`config.mk`:
```
export PLATFORM = sky130hd
export DESIGN_NAME = smbus_txn_seq
export DESIGN_NICKNAME = d
export VERILOG_FILES = /design/src/rtl/smbus_seq_pkg.sv /design/src/rtl/smbus_seq_buf.sv /design/src/rtl/smbus_seq_ctrl.sv /design/src/rtl/smbus_txn_seq.sv
export SDC_FILE = /design/constraint.sdc
export NUM_CORES = 1
export LEC_CHECK = 0
export ABC_AREA = 1
export BUFFER_PORTS_ARGS = -buffer_cell sky130_fd_sc_hd__buf_2
export CAP_MARGIN = 20
export CORE_MARGIN = 10
export CORE_UTILIZATION = 45
export CTS_CLUSTER_DIAMETER = 40
export DETAILED_ROUTE_END_ITERATION = 16
export PLACE_DENSITY = 0.71
export SLEW_MARGIN = 30
export SYNTH_ARGS = -nofsm -noshare
export SYNTH_HDL_FRONTEND = slang
export SYNTH_SLANG_ARGS = --single-unit
```
`constraint.sdc`:
```
create_clock -name clk -period 5.31 [get_ports clk]
set_clock_uncertainty 0.05 [all_clocks]
set_input_delay 0 -clock clk [delete_from_list [all_inputs] [get_ports clk]]
set_output_delay 0 -clock clk [all_outputs]
set_load 0.02 [all_outputs]
```
`src/rtl/smbus_seq_pkg.sv`:
```
package smbus_seq_pkg;
  typedef enum logic [2:0] {
    ST_IDLE  = 3'd0,
    ST_WRITE = 3'd1,
    ST_READ  = 3'd2,
    ST_DONE  = 3'd3,
    ST_ERR   = 3'd4
  } seq_state_t;

  localparam logic [7:0] IDLE_BYTE = 8'hFF;
endpackage

```
`src/rtl/smbus_seq_buf.sv`:
```
module smbus_seq_buf #(
  parameter int DEPTH = 34,
  parameter int LEN_W = $clog2(DEPTH + 1)
) (
  input  logic                 clk,
  input  logic                 rst_n,
  input  logic                 clr,
  input  logic                 push,
  input  logic [7:0]           din,
  output logic [LEN_W-1:0]     count,
  output logic                 full,
  output logic [8*DEPTH-1:0]   data_flat
);
  logic [LEN_W-1:0] count_nxt;
  logic             take;

  assign full = (count == LEN_W'(DEPTH));
  assign take = push && !full && !clr;

  always_comb begin
    count_nxt = count;
    if (clr)       count_nxt = '0;
    else if (take) count_nxt = count + LEN_W'(1);
  end

  always_ff @(posedge clk or negedge rst_n) begin
    if (!rst_n) count <= '0;
    else        count <= count_nxt;
  end

  for (genvar gi = 0; gi < DEPTH; gi++) begin : g_slot
    logic slot_en;
    assign slot_en = take && (count == LEN_W'(gi));
    always_ff @(posedge clk or negedge rst_n) begin
      if (!rst_n)       data_flat[8*gi +: 8] <= '0;
      else if (slot_en) data_flat[8*gi +: 8] <= din;
    end
  end

  a_r11_count_bound: assert property (@(posedge clk) disable iff (!rst_n)
    count <= LEN_W'(DEPTH));
  a_r11_full_holds: assert property (@(posedge clk) disable iff (!rst_n)
    (push && full && !clr) |=> $stable(count));
  a_r8_clear: assert property (@(posedge clk) disable iff (!rst_n)
    clr |=> (count == '0));
endmodule

```
`src/rtl/smbus_seq_ctrl.sv`:
```
module smbus_seq_ctrl
  import smbus_seq_pkg::*;
#(
  parameter int DEPTH = 34,
  parameter int LEN_W = $clog2(DEPTH + 1)
) (
  input  logic             clk,
  input  logic             rst_n,
  input  logic             ev_start_wr,
  input  logic             ev_start_rd,
  input  logic             ev_stop,
  input  logic             ev_nack,
  input  logic             wr_valid,
  input  logic             rd_req,
  input  logic             be_valid,
  input  logic [7:0]       be_byte,
  input  logic [LEN_W-1:0] count,
  input  logic             full,
  output logic             buf_clr,
  output logic             buf_push,
  output logic             be_pop,
  output logic             rd_valid,
  output logic [7:0]       rd_data,
  output logic             commit_stb,
  output logic [LEN_W-1:0] commit_len,
  output logic             quick_stb,
  output logic             quick_dir,
  output logic             bad_stop,
  output logic             wr_overflow,
  output logic             wr_stray,
  output logic             busy,
  output logic             in_error
);
  seq_state_t       st, st_nxt;
  logic             commit_n, quick_n, qdir_n, badstop_n, ovf_n, stray_n;
  logic             pop_n, rdv_n;
  logic [7:0]       rdd_n;
  logic [LEN_W-1:0] clen_n;
  logic             no_bytes;

  assign no_bytes = (count == '0);

  always_comb begin
    st_nxt    = st;
    commit_n  = 1'b0;
    quick_n   = 1'b0;
    qdir_n    = quick_dir;
    badstop_n = 1'b0;
    ovf_n     = 1'b0;
    stray_n   = 1'b0;
    pop_n     = 1'b0;
    rdv_n     = 1'b0;
    rdd_n     = rd_data;
    buf_clr   = 1'b0;
    buf_push  = 1'b0;
    if (ev_stop) begin
      buf_clr = 1'b1;
      st_nxt  = ST_IDLE;
      if (no_bytes) begin
        if (st == ST_WRITE || st == ST_READ) begin
          quick_n = 1'b1;
          qdir_n  = (st == ST_READ);
        end
      end else if (st == ST_WRITE) begin
        commit_n = 1'b1;
      end else if (st == ST_READ) begin
        badstop_n = 1'b1;
      end
    end else if (ev_start_wr) begin
      st_nxt = (st == ST_IDLE) ? ST_WRITE : ST_ERR;
    end else if (ev_start_rd) begin
      if (st == ST_IDLE) begin
        st_nxt = ST_READ;
      end else if (st == ST_WRITE && !no_bytes) begin
        commit_n = 1'b1;
        st_nxt   = ST_READ;
      end else begin
        st_nxt = ST_ERR;
      end
    end else if (ev_nack) begin
      if (st == ST_READ)      st_nxt = ST_DONE;
      else if (st != ST_DONE) st_nxt = ST_ERR;
    end else if (rd_req) begin
      rdv_n = 1'b1;
      rdd_n = IDLE_BYTE;
      if (st == ST_READ) begin
        if (be_valid) begin
          rdd_n = be_byte;
          pop_n = 1'b1;
        end
      end else begin
        st_nxt = ST_ERR;
      end
    end else if (wr_valid) begin
      if (st == ST_WRITE) begin
        if (full) ovf_n    = 1'b1;
        else      buf_push = 1'b1;
      end else begin
        stray_n = 1'b1;
      end
    end
    clen_n = commit_n ? count : commit_len;
  end

  always_ff @(posedge clk or negedge rst_n) begin
    if (!rst_n) begin
      st          <= ST_IDLE;
      commit_stb  <= 1'b0;
      commit_len  <= '0;
      quick_stb   <= 1'b0;
      quick_dir   <= 1'b0;
      bad_stop    <= 1'b0;
      wr_overflow <= 1'b0;
      wr_stray    <= 1'b0;
      be_pop      <= 1'b0;
      rd_valid    <= 1'b0;
      rd_data     <= IDLE_BYTE;
      busy        <= 1'b0;
      in_error    <= 1'b0;
    end else begin
      st          <= st_nxt;
      commit_stb  <= commit_n;
      commit_len  <= clen_n;
      quick_stb   <= quick_n;
      quick_dir   <= qdir_n;
      bad_stop    <= badstop_n;
      wr_overflow <= ovf_n;
      wr_stray    <= stray_n;
      be_pop      <= pop_n;
      rd_valid    <= rdv_n;
      rd_data     <= rdd_n;
      busy        <= (st_nxt != ST_IDLE);
      in_error    <= (st_nxt == ST_ERR);
    end
  end

  a_r4_commit_len: assert property (@(posedge clk) disable iff (!rst_n)
    commit_stb |-> (commit_len != '0 && commit_len <= LEN_W'(DEPTH)));
  a_r5_quick_alone: assert property (@(posedge clk) disable iff (!rst_n)
    quick_stb |-> (!commit_stb && !bad_stop));
  a_r8_stop_idle: assert property (@(posedge clk) disable iff (!rst_n)
    ev_stop |=> (!busy && !in_error));
  a_r9_nack_done: assert property (@(posedge clk) disable iff (!rst_n)
    (ev_nack && st == ST_READ && !ev_stop && !ev_start_wr && !ev_start_rd) |=> (st == ST_DONE));
  a_r10_pop_answer: assert property (@(posedge clk) disable iff (!rst_n)
    be_pop |-> rd_valid);
  a_r13_commit_pulse: assert property (@(posedge clk) disable iff (!rst_n)
    commit_stb |=> !commit_stb);
  a_r2_err_busy: assert property (@(posedge clk) disable iff (!rst_n)
    in_error |-> busy);
endmodule

```
`src/rtl/smbus_txn_seq.sv`:
```
module smbus_txn_seq #(
  parameter int BUF_DEPTH = 34,
  parameter int LEN_W     = $clog2(BUF_DEPTH + 1)
) (
  input  logic                   clk,
  input  logic                   rst_n,
  input  logic                   ev_start_wr,
  input  logic                   ev_start_rd,
  input  logic                   ev_stop,
  input  logic                   ev_nack,
  input  logic                   wr_valid,
  input  logic [7:0]             wr_byte,
  input  logic                   rd_req,
  input  logic                   be_valid,
  input  logic [7:0]             be_byte,
  output logic                   be_pop,
  output logic                   rd_valid,
  output logic [7:0]             rd_data,
  output logic                   commit_stb,
  output logic [LEN_W-1:0]       commit_len,
  output logic [8*BUF_DEPTH-1:0] commit_data,
  output logic                   quick_stb,
  output logic                   quick_dir,
  output logic                   bad_stop,
  output logic                   wr_overflow,
  output logic                   wr_stray,
  output logic                   busy,
  output logic                   in_error
);
  logic             buf_clr, buf_push, buf_full;
  logic [LEN_W-1:0] buf_count;

  smbus_seq_buf #(.DEPTH(BUF_DEPTH), .LEN_W(LEN_W)) u_buf (
    .clk       (clk),
    .rst_n     (rst_n),
    .clr       (buf_clr),
    .push      (buf_push),
    .din       (wr_byte),
    .count     (buf_count),
    .full      (buf_full),
    .data_flat (commit_data)
  );

  smbus_seq_ctrl #(.DEPTH(BUF_DEPTH), .LEN_W(LEN_W)) u_ctrl (
    .clk         (clk),
    .rst_n       (rst_n),
    .ev_start_wr (ev_start_wr),
    .ev_start_rd (ev_start_rd),
    .ev_stop     (ev_stop),
    .ev_nack     (ev_nack),
    .wr_valid    (wr_valid),
    .rd_req      (rd_req),
    .be_valid    (be_valid),
    .be_byte     (be_byte),
    .count       (buf_count),
    .full        (buf_full),
    .buf_clr     (buf_clr),
    .buf_push    (buf_push),
    .be_pop      (be_pop),
    .rd_valid    (rd_valid),
    .rd_data     (rd_data),
    .commit_stb  (commit_stb),
    .commit_len  (commit_len),
    .quick_stb   (quick_stb),
    .quick_dir   (quick_dir),
    .bad_stop    (bad_stop),
    .wr_overflow (wr_overflow),
    .wr_stray    (wr_stray),
    .busy        (busy),
    .in_error    (in_error)
  );

  a_r12_stray_not_busy_write: assert property (@(posedge clk) disable iff (!rst_n)
    wr_stray |-> !(wr_overflow || commit_stb));
endmodule

```
# After elaboration in Yosys (flattened, before gate mapping)

Cells that the tools add are included.

Register bits: 305
Input bits: 25
Logic and storage cells: 203

$add $sub $neg: 1
Equal/unequal tests: 38
Multiplexer cells: 65
Bitwise gates (word level): 4
Reductions and logical operators: 47

Operators with widths:

| cell                  | count |
|---|---|
| $eq A6 B5 Y1 const B  | 16 |
| $mux W1               | 50 |
| $eq A6 B4 Y1 const B  | 8 |
| $logic_and A1 B1 Y1   | 37 |
| $mux W3               | 11 |
| $eq A6 B3 Y1 const B  | 4 |
| $eq A6 B6 Y1 const B  | 3 |
| $mux W8               | 2 |
| $eq A6 B2 Y1 const B  | 2 |
| $mux W6               | 2 |
| $add A6 B1 Y6 const B | 1 |
| $eq A6 B1 Y1 const B  | 1 |
| $logic_not A6 Y1      | 1 |
| $reduce_and A5 Y1     | 1 |
| $not A1 Y1            | 4 |
| $eq A3 B1 Y1 const B  | 1 |
| $eq A3 B2 Y1 const B  | 1 |
| $eq A3 B3 Y1 const B  | 1 |
| $logic_not A1 Y1      | 3 |
| $logic_not A3 Y1      | 1 |
| $ne A3 B2 Y1 const B  | 1 |
| $reduce_and A3 Y1     | 1 |
| $reduce_bool A3 Y1    | 1 |
| $reduce_bool A2 Y1    | 1 |
| $logic_or A1 B1 Y1    | 1 |

# Depth between registers and ports, before layout

Gate-level depths: netlist (run 1).

Word-level depth: 13
Mapped depth: 11

# By module

Synthesis (run 1) repeated with hierarchy kept, for this count alone.

Cell total of the unflattened synthesis: 1141
Area, all modules: 11646.2 sq um

Modules (own cells, without submodules):

| module         | instances | cells each | area each (sq um) |
|---|---|---|---|
| smbus_seq_buf  | 1         | 1017       | 10417.5 |
| smbus_seq_ctrl | 1         | 124        | 1228.7 |

# Least setup slack after synthesis (run 1)

No wires, ideal clock.

Kind: reg2reg
From: register u_buf.count[0]
To: register u_buf.data_flat[254]
Library setup time: 118 ps
Arrival: 1640 ps
Required time: 5142 ps
Slack: 3502 ps
Stages on the path, launching flop included: 9
Buffers on the path: 2
Period minus slack after synthesis: 1808 ps
Path through: dfrtp_1 -> inv_1 -> ha_1 -> nand3_2 -> buf_2 -> buf_6 -> nand4_1 -> nand2_1 -> nand2_1

Word-level cells in the longest chain between the ends: 12
Elaborated cells between the ends (all ways): 14
Those cells by class: eq/ne: 2; mux: 8; reduce/logical: 4

RTL lines:

| element                          | line                 | source |
|---|---|---|
| start, declared                  | smbus_seq_buf.sv:10  | `output logic [LEN_W-1:0] count,` |
| start signal, assigned           | smbus_seq_buf.sv:28  | `else count <= count_nxt;` |
| $eq A6 B6 Y1                     | smbus_seq_buf.sv:17  | `assign full = (count == LEN_W'(DEPTH));` |
| $mux W1                          | smbus_seq_ctrl.sv:96 | `if (full) ovf_n = 1'b1;` |
| $mux W1                          | smbus_seq_ctrl.sv:95 | `if (st == ST_WRITE) begin` |
| $mux W1                          | smbus_seq_ctrl.sv:94 | `end else if (wr_valid) begin` |
| $mux W1                          | smbus_seq_ctrl.sv:83 | `end else if (rd_req) begin` |
| $mux W1                          | smbus_seq_ctrl.sv:80 | `end else if (ev_nack) begin` |
| $mux W1                          | smbus_seq_ctrl.sv:71 | `end else if (ev_start_rd) begin` |
| $mux W1                          | smbus_seq_ctrl.sv:69 | `end else if (ev_start_wr) begin` |
| $mux W1                          | smbus_seq_ctrl.sv:56 | `if (ev_stop) begin` |
| $logic_and A1 B1 Y1 (2 in a row) | smbus_seq_buf.sv:18  | `assign take = push && !full && !clr;` |
| $logic_and A1 B1 Y1 (*)          | smbus_seq_buf.sv:33  | `assign slot_en = take && (count == LEN_W'(gi));` |
| end signal, assigned by index    | smbus_seq_buf.sv:36  | `else if (slot_en) data_flat[8*gi +: 8] <= din;` |
| end, declared                    | smbus_seq_buf.sv:12  | `output logic [8*DEPTH-1:0] data_flat` |

Every way passes the cells marked *; elsewhere a longest branch is shown, timed or not.
A chain may end at the register's enable or synchronous reset.

# Worst setup path after layout (run 1)

From: register u_ctrl.st[1]
To: register u_buf.data_flat[101]

Word-level cells in the longest chain between the ends: 11

RTL lines:

| element                          | line                  | source |
|---|---|---|
| start, declared                  | smbus_seq_ctrl.sv:34  | `seq_state_t st, st_nxt;` |
| start signal, assigned           | smbus_seq_ctrl.sv:121 | `st <= st_nxt;` |
| $eq A3 B1 Y1                     | smbus_seq_ctrl.sv:95  |  |
| $mux W1                          | smbus_seq_ctrl.sv:95  |  |
| $mux W1                          | smbus_seq_ctrl.sv:94  |  |
| $mux W1                          | smbus_seq_ctrl.sv:83  |  |
| $mux W1                          | smbus_seq_ctrl.sv:80  |  |
| $mux W1                          | smbus_seq_ctrl.sv:71  |  |
| $mux W1                          | smbus_seq_ctrl.sv:69  |  |
| $mux W1                          | smbus_seq_ctrl.sv:56  |  |
| $logic_and A1 B1 Y1 (2 in a row) | smbus_seq_buf.sv:18   |  |
| $logic_and A1 B1 Y1              | smbus_seq_buf.sv:33   |  |

Every way passes these cells.

==> results of run 1 <==
-- registers in the layout, summed over array words and instances (netlist names), 3 cells and up --
register           count
u_buf.count            6
u_ctrl.rd_data         8
u_ctrl.commit_len      6
u_ctrl.st              3
u_buf.data_flat      272
-- kinds of logic (layout without fill, tap and decap cells) --
group,count (synthesis),after routing,share of synthesized area
buffers and inverters,504,887,0.144
AO/OA/AOI/OAI,55,55,0.0216
flip-flops,305,305,0.540
adder cells (fa/ha/maj),4,4,0.00354
XOR/XNOR,2,2,0.00124
AND/OR/NAND/NOR,927,927,0.290
-- synth_stat cells, types with 11 or more instances --
cell                       number  area [um^2]
sky130_fd_sc_hd__nand3_1      252         1260
sky130_fd_sc_hd__dfrtp_1      297         7430
sky130_fd_sc_hd__nand4_1       23          144
sky130_fd_sc_hd__clkbuf_1      29          109
sky130_fd_sc_hd__nor2_2        23          144
sky130_fd_sc_hd__nand2_1      547         2050
sky130_fd_sc_hd__buf_2         17         85.1
sky130_fd_sc_hd__o21ai_0       30          150
sky130_fd_sc_hd__nor2_1        51          191
sky130_fd_sc_hd__inv_1        424         1590
sky130_fd_sc_hd__buf_6         12          135
sky130_fd_sc_hd__clkinv_1      11         41.3
sky130_fd_sc_hd__o21ai_1       14         70.1
sky130_fd_sc_hd__nor2_4        11          124
-- power by group through the flow --
stage | Clock [mW] | Sequential [mW] | Combinational (mW)
CTS | 3.02 | 2.38 | 0.290
finish | 2.97 | 2.38 | 0.287
global placement | 0 | 2.42 | 0.256
global route | 3.12 | 2.38 | 0.310
detailed placement | 0 | 2.42 | 0.258
floorplan | 0 | 2.46 | 0.0793
-- per-layer routing --
metal  routed length, um  global-route usage  vias to the layer above
met5                   0                   0                        -
met4                1100              0.0678                        0
met3                4300              0.0717                       80
met2               21100               0.363                      483
met1               19000               0.291                     5991
li1                    -                   -                     6055
-- cell type report --
class | instances | area (um^2) | area share
multi-input combinational | 988 | 4480 | 0.251
clock inverter | 28 | 268 | 0.0150
inverter | 438 | 1640 | 0.0921
tap | 396 | 495 | 0.0277
timing repair buffer | 367 | 2080 | 0.116
clock buffer | 54 | 1250 | 0.0701
sequential | 305 | 7640 | 0.428
-- per-stage QoR --
step | utilization | cells | power [mW] | hold slack [ns] | worst slack [ns]
finish | 0.579 | 2576 | 5.63 | 0.0134 | 2.06
global route | 0.579 | 2576 | 5.81 | 0.0864 | 1.82
CTS | 0.579 | 2576 | 5.69 | 0.0474 | 2.00
detailed placement | 0.518 | 2458 | 2.68 | 0.0176 | 2.02
global placement | 0.518 | 2458 | 2.67 | 0.0201 | 2.13
floorplan | - | 1797 | 2.54 | -0.346 | 3.50
-- worst max-delay path: cells and delay by family (launching register included) --
kind	cells	cell delay [ns]
buffers and inverters	2	0.59
flip-flops	1	0.42
AND/OR/NAND/NOR	7	1.86
-- how the worst max path moves through the flow --
stage,startpoint,to,slack [ns],depth (start not counted)
after CTS,u_buf.count[0],u_buf.data_flat[266],2.00,9
after floorplan,u_buf.count[0],u_buf.data_flat[254],3.50,8
after detailed placement,u_buf.count[0],u_buf.data_flat[266],2.02,9
final,u_ctrl.st[1],u_buf.data_flat[101],2.06,9
after global routing,u_ctrl.st[1],u_buf.data_flat[136],1.82,9
after global placement,u_buf.count[0],u_buf.data_flat[141],2.13,9
==> summary by stage, run 1 <==
Critical path
The endpoint identified for the worst register-to-register timing path is u_buf.data_flat[101]. Counting cells, the worst reg-to-reg path comes to 9. The worst setup path is captured at a register. The startpoint identified for the worst register-to-register timing path is u_ctrl.st[1]. On the critical path, the stage with the largest delay is an instance of sky130_fd_sc_hd__nor2_4. The type of the worst setup path is reg -> reg. For the worst setup path, the data required time is 5.68 ns. The category of the worst setup path launch point is a register. The delay contributed by the slowest stage of the critical path is 0.73 ns. Of all nets on the critical path, the largest fanout is 172.

The slack of the worst reg-to-reg path is 2.06 ns. Traced cell by cell, the critical path runs through nor2_2 > nand2_2 > nor2_4 > nand2_2 > nor2_4 > buf_12 > nand3_1 > nand2_1 > inv_1. STA puts the critical path data arrival time at 3.62 ns.

Logic synthesis
After synthesis, the netlist uses 28 different library cells. The post-synthesis instance area is 14100 um^2. In this run, synthesis produced a sequential element count of 305.

The most instantiated flip-flop cell in the synthesis netlist is sky130_fd_sc_hd__dfrtp_1. Of the synthesized area, sequential elements account for 0.540. The number of instances in the synthesized netlist is 1797. During synthesis, Yosys emitted a total of 0 warnings. In this run, synthesis inferred 0 flip-flops with an integrated enable. The async set or reset register ratio after synthesis is 1.00. Counting every net in the synthesized netlist gives 1826. In this run the mean area of a mapped cell was 7.87 um^2.

Clock tree
The number of H-tree levels is 2. After clock tree synthesis, the flow added hold-fix buffers numbering 36. The tree built by TritonCTS fans out to 305 sinks.

The number of setup buffers added after CTS is 0. TritonCTS built the clock tree. The number of buffers added by the clock tree synthesis step is 46. Clock-pin slew was measured on the worst setup and hold paths at 0.05 ns. The number of gates resized after CTS is 0. Clock latency on the worst-skew pair, taken at its later pin, is 0.54 ns. The buffer depth of the longest clock path is 3. The tree is rooted in a sky130_fd_sc_hd__clkbuf_16.

STA
The final setup TNS is 0 ns. Static timing analysis puts the maximum clock frequency at 0.308 GHz. The minimum period implied by the final worst setup slack is 3.25 ns. The transition at the pin with the smallest max-transition slack is 0.945 ns.

The final max-slew violation count is 0. Setup repair after global routing left no endpoint under its margin. The setup-violating endpoint count in the final report is 0. Dividing the final minimum period by the clock period gives 0.611.

In this run the tightest slew margin relative to its limit is 0.369. The final hold violation count is 0.

Placement
The post-placement cell area is 16000 um^2. The count of buffers from port buffering is 320. Routability-driven placement finished with a final weighted congestion of 0.880. Summed over all nets, the half-perimeter wirelength after detailed placement is 30400 um.

Final layout
The filler cells instantiated in the layout total 2757. The most common cell after layout, fill and taps aside is sky130_fd_sc_hd__nand2_1. The library cells used most frequently in the layout, excluding fill and tap cells, are 547 x sky130_fd_sc_hd__nand2_1, 424 x sky130_fd_sc_hd__inv_1, 319 x sky130_fd_sc_hd__buf_2. The fraction of final layout cells sized beyond drive strength 1 is 0.217. Compared with the post-synthesis result, the final layout area differs by 26.3%. The number of nets in the layout is 2175. 0 antenna diodes ended up in the layout. The finished cells cover 17900 um^2.

Route
In the routed layout, each cell is associated on average with a via count of 4.89. Across all layers, the routed design uses 12609 vias. The total wire length is 45500 um.

The final routed wire length divided by cell count is 17.7 um. The remaining antenna violation count after routing is 0. The number of design rule violations left after detail routing is 0. For this block, the initial DRC count from the detailed router was 1111.

Before antenna repair, the detailed router went through 6 iterations.

Global route
For this run, the total global-route usage over all layers was measured as 0.228. Entering global routing, the biggest net connects 173 pins. The wire length of the first global-routing pass is 70700 um. The number of antenna violations at the first check in global routing is 0.

The via count of the first global-routing pass is 12322. Global routing finished with a remaining overflow of 0.

Min path
The path class of the lowest-slack min-delay path is in -> async.

Status
The run finished with clean final reports.

Floorplanning
The core footprint is 30800 um^2. The I/O pin count is 321. The overall die height is 197 um. The number of standard-cell rows in the floorplan is 64.

The die is 197 um wide. The initial utilization of the core area, before any placement, comes to 0.459. The floorplan die area is 38900 um^2.

Pwr
Summed over all nets, the switching power comes to 1.37 mW. The cell area power density is 315 nW/um^2. The part of the total power dissipated in the clock network is 0.527.

The leakage power figure is 9.92 nW. IR analysis of the VDD net gives a maximum drop of 217 uV. The switching share of power is 0.244.

The share of total power dissipated in combinational logic is 0.051. The proportion of power drawn by flip-flops and latches is 0.423. Cell internal power was estimated by the tool at 4.26 mW.

Flow run
The tool flagged a number of max-cap violations equal to 0.
Note: power is estimated with default switching activity, not from simulation.
==> run 2, diff against run 1 <==
--- a/config.mk
+++ b/config.mk
@@ -5,14 +5,14 @@
 export SDC_FILE = /design/constraint.sdc
 export NUM_CORES = 1
 export LEC_CHECK = 0
-export ABC_AREA = 1
+export ABC_AREA = 0
 export BUFFER_PORTS_ARGS = -buffer_cell sky130_fd_sc_hd__buf_2
 export CAP_MARGIN = 20
 export CORE_MARGIN = 10
 export CORE_UTILIZATION = 45
 export CTS_CLUSTER_DIAMETER = 40
 export DETAILED_ROUTE_END_ITERATION = 16
-export PLACE_DENSITY = 0.71
+export PLACE_DENSITY = 0.73
 export SLEW_MARGIN = 30
 export SYNTH_ARGS = -nofsm -noshare
 export SYNTH_HDL_FRONTEND = slang
==> constraint.sdc (replaced) <==
create_clock -name clk -period 3.3 [get_ports clk]
set_clock_uncertainty 0.05 [all_clocks]
set_input_delay 0 -clock clk [delete_from_list [all_inputs] [get_ports clk]]
set_output_delay 0 -clock clk [all_outputs]
set_load 0.02 [all_outputs]
==> summary by stage, run 2 <==
Status
The flow ran to the end, and the final reports show no timing, DRC or antenna violations.

Route
The number of design rule violations left after detail routing is 0 (unchanged). The total wire length was 34600 um (-24%). The count of routing violations after the opening detailed-route iteration is 419 (-62%). The final routed wire length divided by cell count is 23.1 um (+31%).

The number of vias per cell was 5.23 (+6.8%). The total via count in the routed design came to 7826 (-38%). The remaining antenna violation count after routing is 0 (unchanged).

The detailed-routing iteration count for the pre-antenna-repair pass is 4 (-2).

Global route
The number of antenna violations at the first check in global routing came to 0 (unchanged). The residual overflow from global routing came to 0 (unchanged). The wire length of the first global-routing pass is 53300 um (-25%).

The all-layer global routing usage came to 0.204 (-0.0237). The via count of the first global-routing pass came to 8639 (-30%). The pin count of the biggest net entering global routing is 95 (-45%).

Placement
The placed cell count is 1395 (-43%). The post-place setup slack came to 0.592 ns (-1.43 ns). The placed wire-length estimate is 23500 um (-23%).

The count of buffers from port buffering is 320 (unchanged). The post-placement cell area came to 13900 um^2 (-13%). The final RePlAce weighted congestion is 0.850 (-3.4%).

STA
The final hold violation count is 0 (unchanged). The minimum period implied by the final worst setup slack is 2.81 ns. The transition at the pin with the smallest max-transition slack was 0.915 ns (-0.0295 ns). The smallest hold slack is 0.0331 ns (+0.0197 ns). Based on the critical path, the design can be clocked at up to 0.356 GHz.

The relative max-transition margin came to 0.390 (+0.0212). The setup-violating endpoint count in the final report came to 0 (unchanged). The final max-slew violation count is 0 (unchanged). The final setup TNS is 0 ns (unchanged). The share of the clock period used by the worst path after layout is 0.851. The final worst slack is 0.490 ns (-1.57 ns).

Setup repair after global routing left no endpoint under its margin.

Final layout
The synthesis-to-finish area growth is 31.2%. The number of antenna diodes came to 0 (unchanged). The final cell utilization of the core is 0.599 (+0.0198).

The number of nets in the layout came to 1157 (-47%). The cell area after layout is 15600 um^2 (-13%). The filler-free cell count of the finished design is 1497 (-42%).

The fraction of final layout cells sized beyond drive strength 1 was 0.618 (+0.401). The flip-flop count of the largest register after layout came to 272 (unchanged). The library cells used most frequently in the layout, excluding fill and tap cells, are 319 x sky130_fd_sc_hd__buf_2, 297 x sky130_fd_sc_hd__dfrtp_1, 276 x sky130_fd_sc_hd__mux2_2.

The largest registers in the layout are u_buf.data_flat (272), u_ctrl.rd_data (8). The most flop-heavy register is u_buf.data_flat. Leaving out fill and tap cells, the most frequent cell in the layout is sky130_fd_sc_hd__buf_2.

Clock tree
The number of buffers added by the clock tree synthesis step came to 42 (-8.7%). TritonCTS built the clock tree. The number of H-tree levels is 2 (unchanged). The post-CTS setup buffer count is 0 (unchanged). The number of sinks on the clock net came to 305 (unchanged). The clock transition at the registers of the reported paths came to 0.05 ns (about the same).

The cell at the root of the clock tree is sky130_fd_sc_hd__clkbuf_16. The buffer depth of the longest clock path came to 3 (unchanged). The clock insertion delay at the later pin of the skew report came to 0.51 ns (-0.03 ns).

Pwr
The total design power is 8.89 mW (+58%). The peak supply drop is 532 uV (+140%). The leakage power figure came to 8.82 nW (-11%). The cell area power density is 569 nW/um^2 (+80%).

Floorplanning
The core footprint is 26100 um^2 (-15%). The I/O pin count is 321 (unchanged). The overall die height is 183 um (-7.4%). The number of standard-cell rows in the floorplan is 59 (-7.8%). The floorplan die area came to 33300 um^2 (-14%).

The starting utilization of the core area was 0.456 (-0.00221). The horizontal extent of the die is 183 um (-7.4%).

Logic synthesis
After synthesis, the cell types taking the most area are sky130_fd_sc_hd__dfrtp_1 62%, sky130_fd_sc_hd__mux2_2 26%, sky130_fd_sc_hd__dfstp_2 1.8%. The number of instances in the synthesized netlist was 771 (-57%). The post-synthesis instance area came to 11900 um^2 (-16%).

The most common cell in the netlist is sky130_fd_sc_hd__dfrtp_1. The post-synthesis register bit count is 305 (unchanged). The proportion of netlist area held by the largest area contributor is 0.625 (+0.0992). The yosys synthesis warning count is 0 (unchanged). The most instantiated flip-flop cell in the synthesis netlist is sky130_fd_sc_hd__dfrtp_1. The cell taking the most area after synthesis is sky130_fd_sc_hd__dfrtp_1. The async set or reset register ratio after synthesis came to 1.00 (unchanged). The number of enable flip-flop cells after synthesis is 0 (unchanged). The part of the Yosys area used for sequential elements is 0.642 (+0.102). The number of distinct standard cells referenced by the synthesized netlist is 52 (+86%). The synthesized area per cell came to 15.4 um^2 (+96%). Ranked by instance count, the synthesized netlist is headed by 297 x sky130_fd_sc_hd__dfrtp_1, 276 x sky130_fd_sc_hd__mux2_2, 36 x sky130_fd_sc_hd__clkbuf_1. The net count of the mapped netlist is 800 (-56%).

Flow run
The max-capacitance violation count is 0 (unchanged).

Critical path
The required time reported for the critical path endpoint is 3.68 ns (-2.00 ns). The type of the worst setup path is in -> reg. The critical path arrival came to 3.19 ns (-0.43 ns). STA classifies the critical path startpoint as an input port.

The endpoint kind of the worst setup timing path is a register. The highest fanout seen on the critical path came to 15 (-91%).

Min path
In this run the worst hold path is classified as in -> reg.
## run 2: cell types whose count changed after synthesis, sizes merged, moves of 24 or more
cell,before,now
nand4,29,5
nand2,551,24
o21ai,44,2
nand3,257,9
nor2,85,19
mux2,0,277
inv,427,6
buf,37,10
## run 2: worst max-delay path, stage by stage
cell and delay, ns:
sky130_fd_sc_hd__dlygate4sd3_1 0.54, sky130_fd_sc_hd__buf_2 0.22, sky130_fd_sc_hd__or3_1 0.54, sky130_fd_sc_hd__nor3b_2 0.59, sky130_fd_sc_hd__nand3_1 0.44, sky130_fd_sc_hd__o22a_1 0.30, sky130_fd_sc_hd__dlygate4sd3_1 0.56
## run 2: path summary, 6_finish.rpt
path | from | end | slack [ns] | cells past startpoint
setup / recovery | ev_stop | u_ctrl.rd_data[7] | 0.49 | 7
hold / removal | rd_req | u_ctrl.st[1] | 0.03 | 4
setup reg to reg | u_ctrl.st[1] | u_buf.data_flat[126] | 0.57 | 4
hold reg to reg | u_buf.data_flat[249] | u_buf.data_flat[249] | 0.43 | 1
max in group asynchronous | rst_n | u_buf.data_flat[194] | 2.17 | 4
min in group asynchronous | rst_n | u_buf.data_flat[264] | 0.05 | 2
## run 2: layer usage
metal / track usage / vias up / part of all wire / wire length (um)
li1: - / 3452 / - / -
met1: 0.247 / 4048 / 0.39 / 13600
met2: 0.329 / 277 / 0.48 / 16700
met3: 0.0815 / 49 / 0.10 / 3540
met4: 0.0592 / 0 / 0.022 / 775
met5: 0 / - / 0 / 0
## run 2: power by group
group / total, mW / leakage [nW] / switching (mW) / internal [mW]
Sequential: 3.81 / 4.23 / 0.0211 / 3.79
Clock: 4.72 / 0.728 / 1.72 / 3.00
Combinational: 0.356 / 3.86 / 0.243 / 0.113
## run 2: layout make-up
| class | count | area (um^2) |
|---|---|---|
| fill | 2039 | 10400 |
| clock buffer | 52 | 1190 |
| multi-input combinational | 414 | 4050 |
| clock inverter | 26 | 312 |
| timing repair buffer | 359 | 1980 |
| inverter | 6 | 22.5 |
| sequential | 305 | 7640 |
| tap | 335 | 419 |
## run 2: what timing repair did
| action | CTS | global route |
|---|---|---|
| resized for setup | 0 | 0 |
| hold buffers | 24 | 0 |
| hold endpoints to repair | 115 | 0 |
## run 2: cells by family (layout without fill, tap and decap cells)
| kind of cell | Yosys count | count (layout) | synth area share |
|---|---|---|---|
| buf+inv | 52 | 443 | 0.0175 |
| xor+xnor | 5 | 5 | 0.00368 |
| simple gates | 107 | 107 | 0.0565 |
| mux | 277 | 277 | 0.262 |
| fa+ha+maj | 4 | 4 | 0.00421 |
| compound gates | 21 | 21 | 0.0135 |
| flops | 305 | 305 | 0.642 |
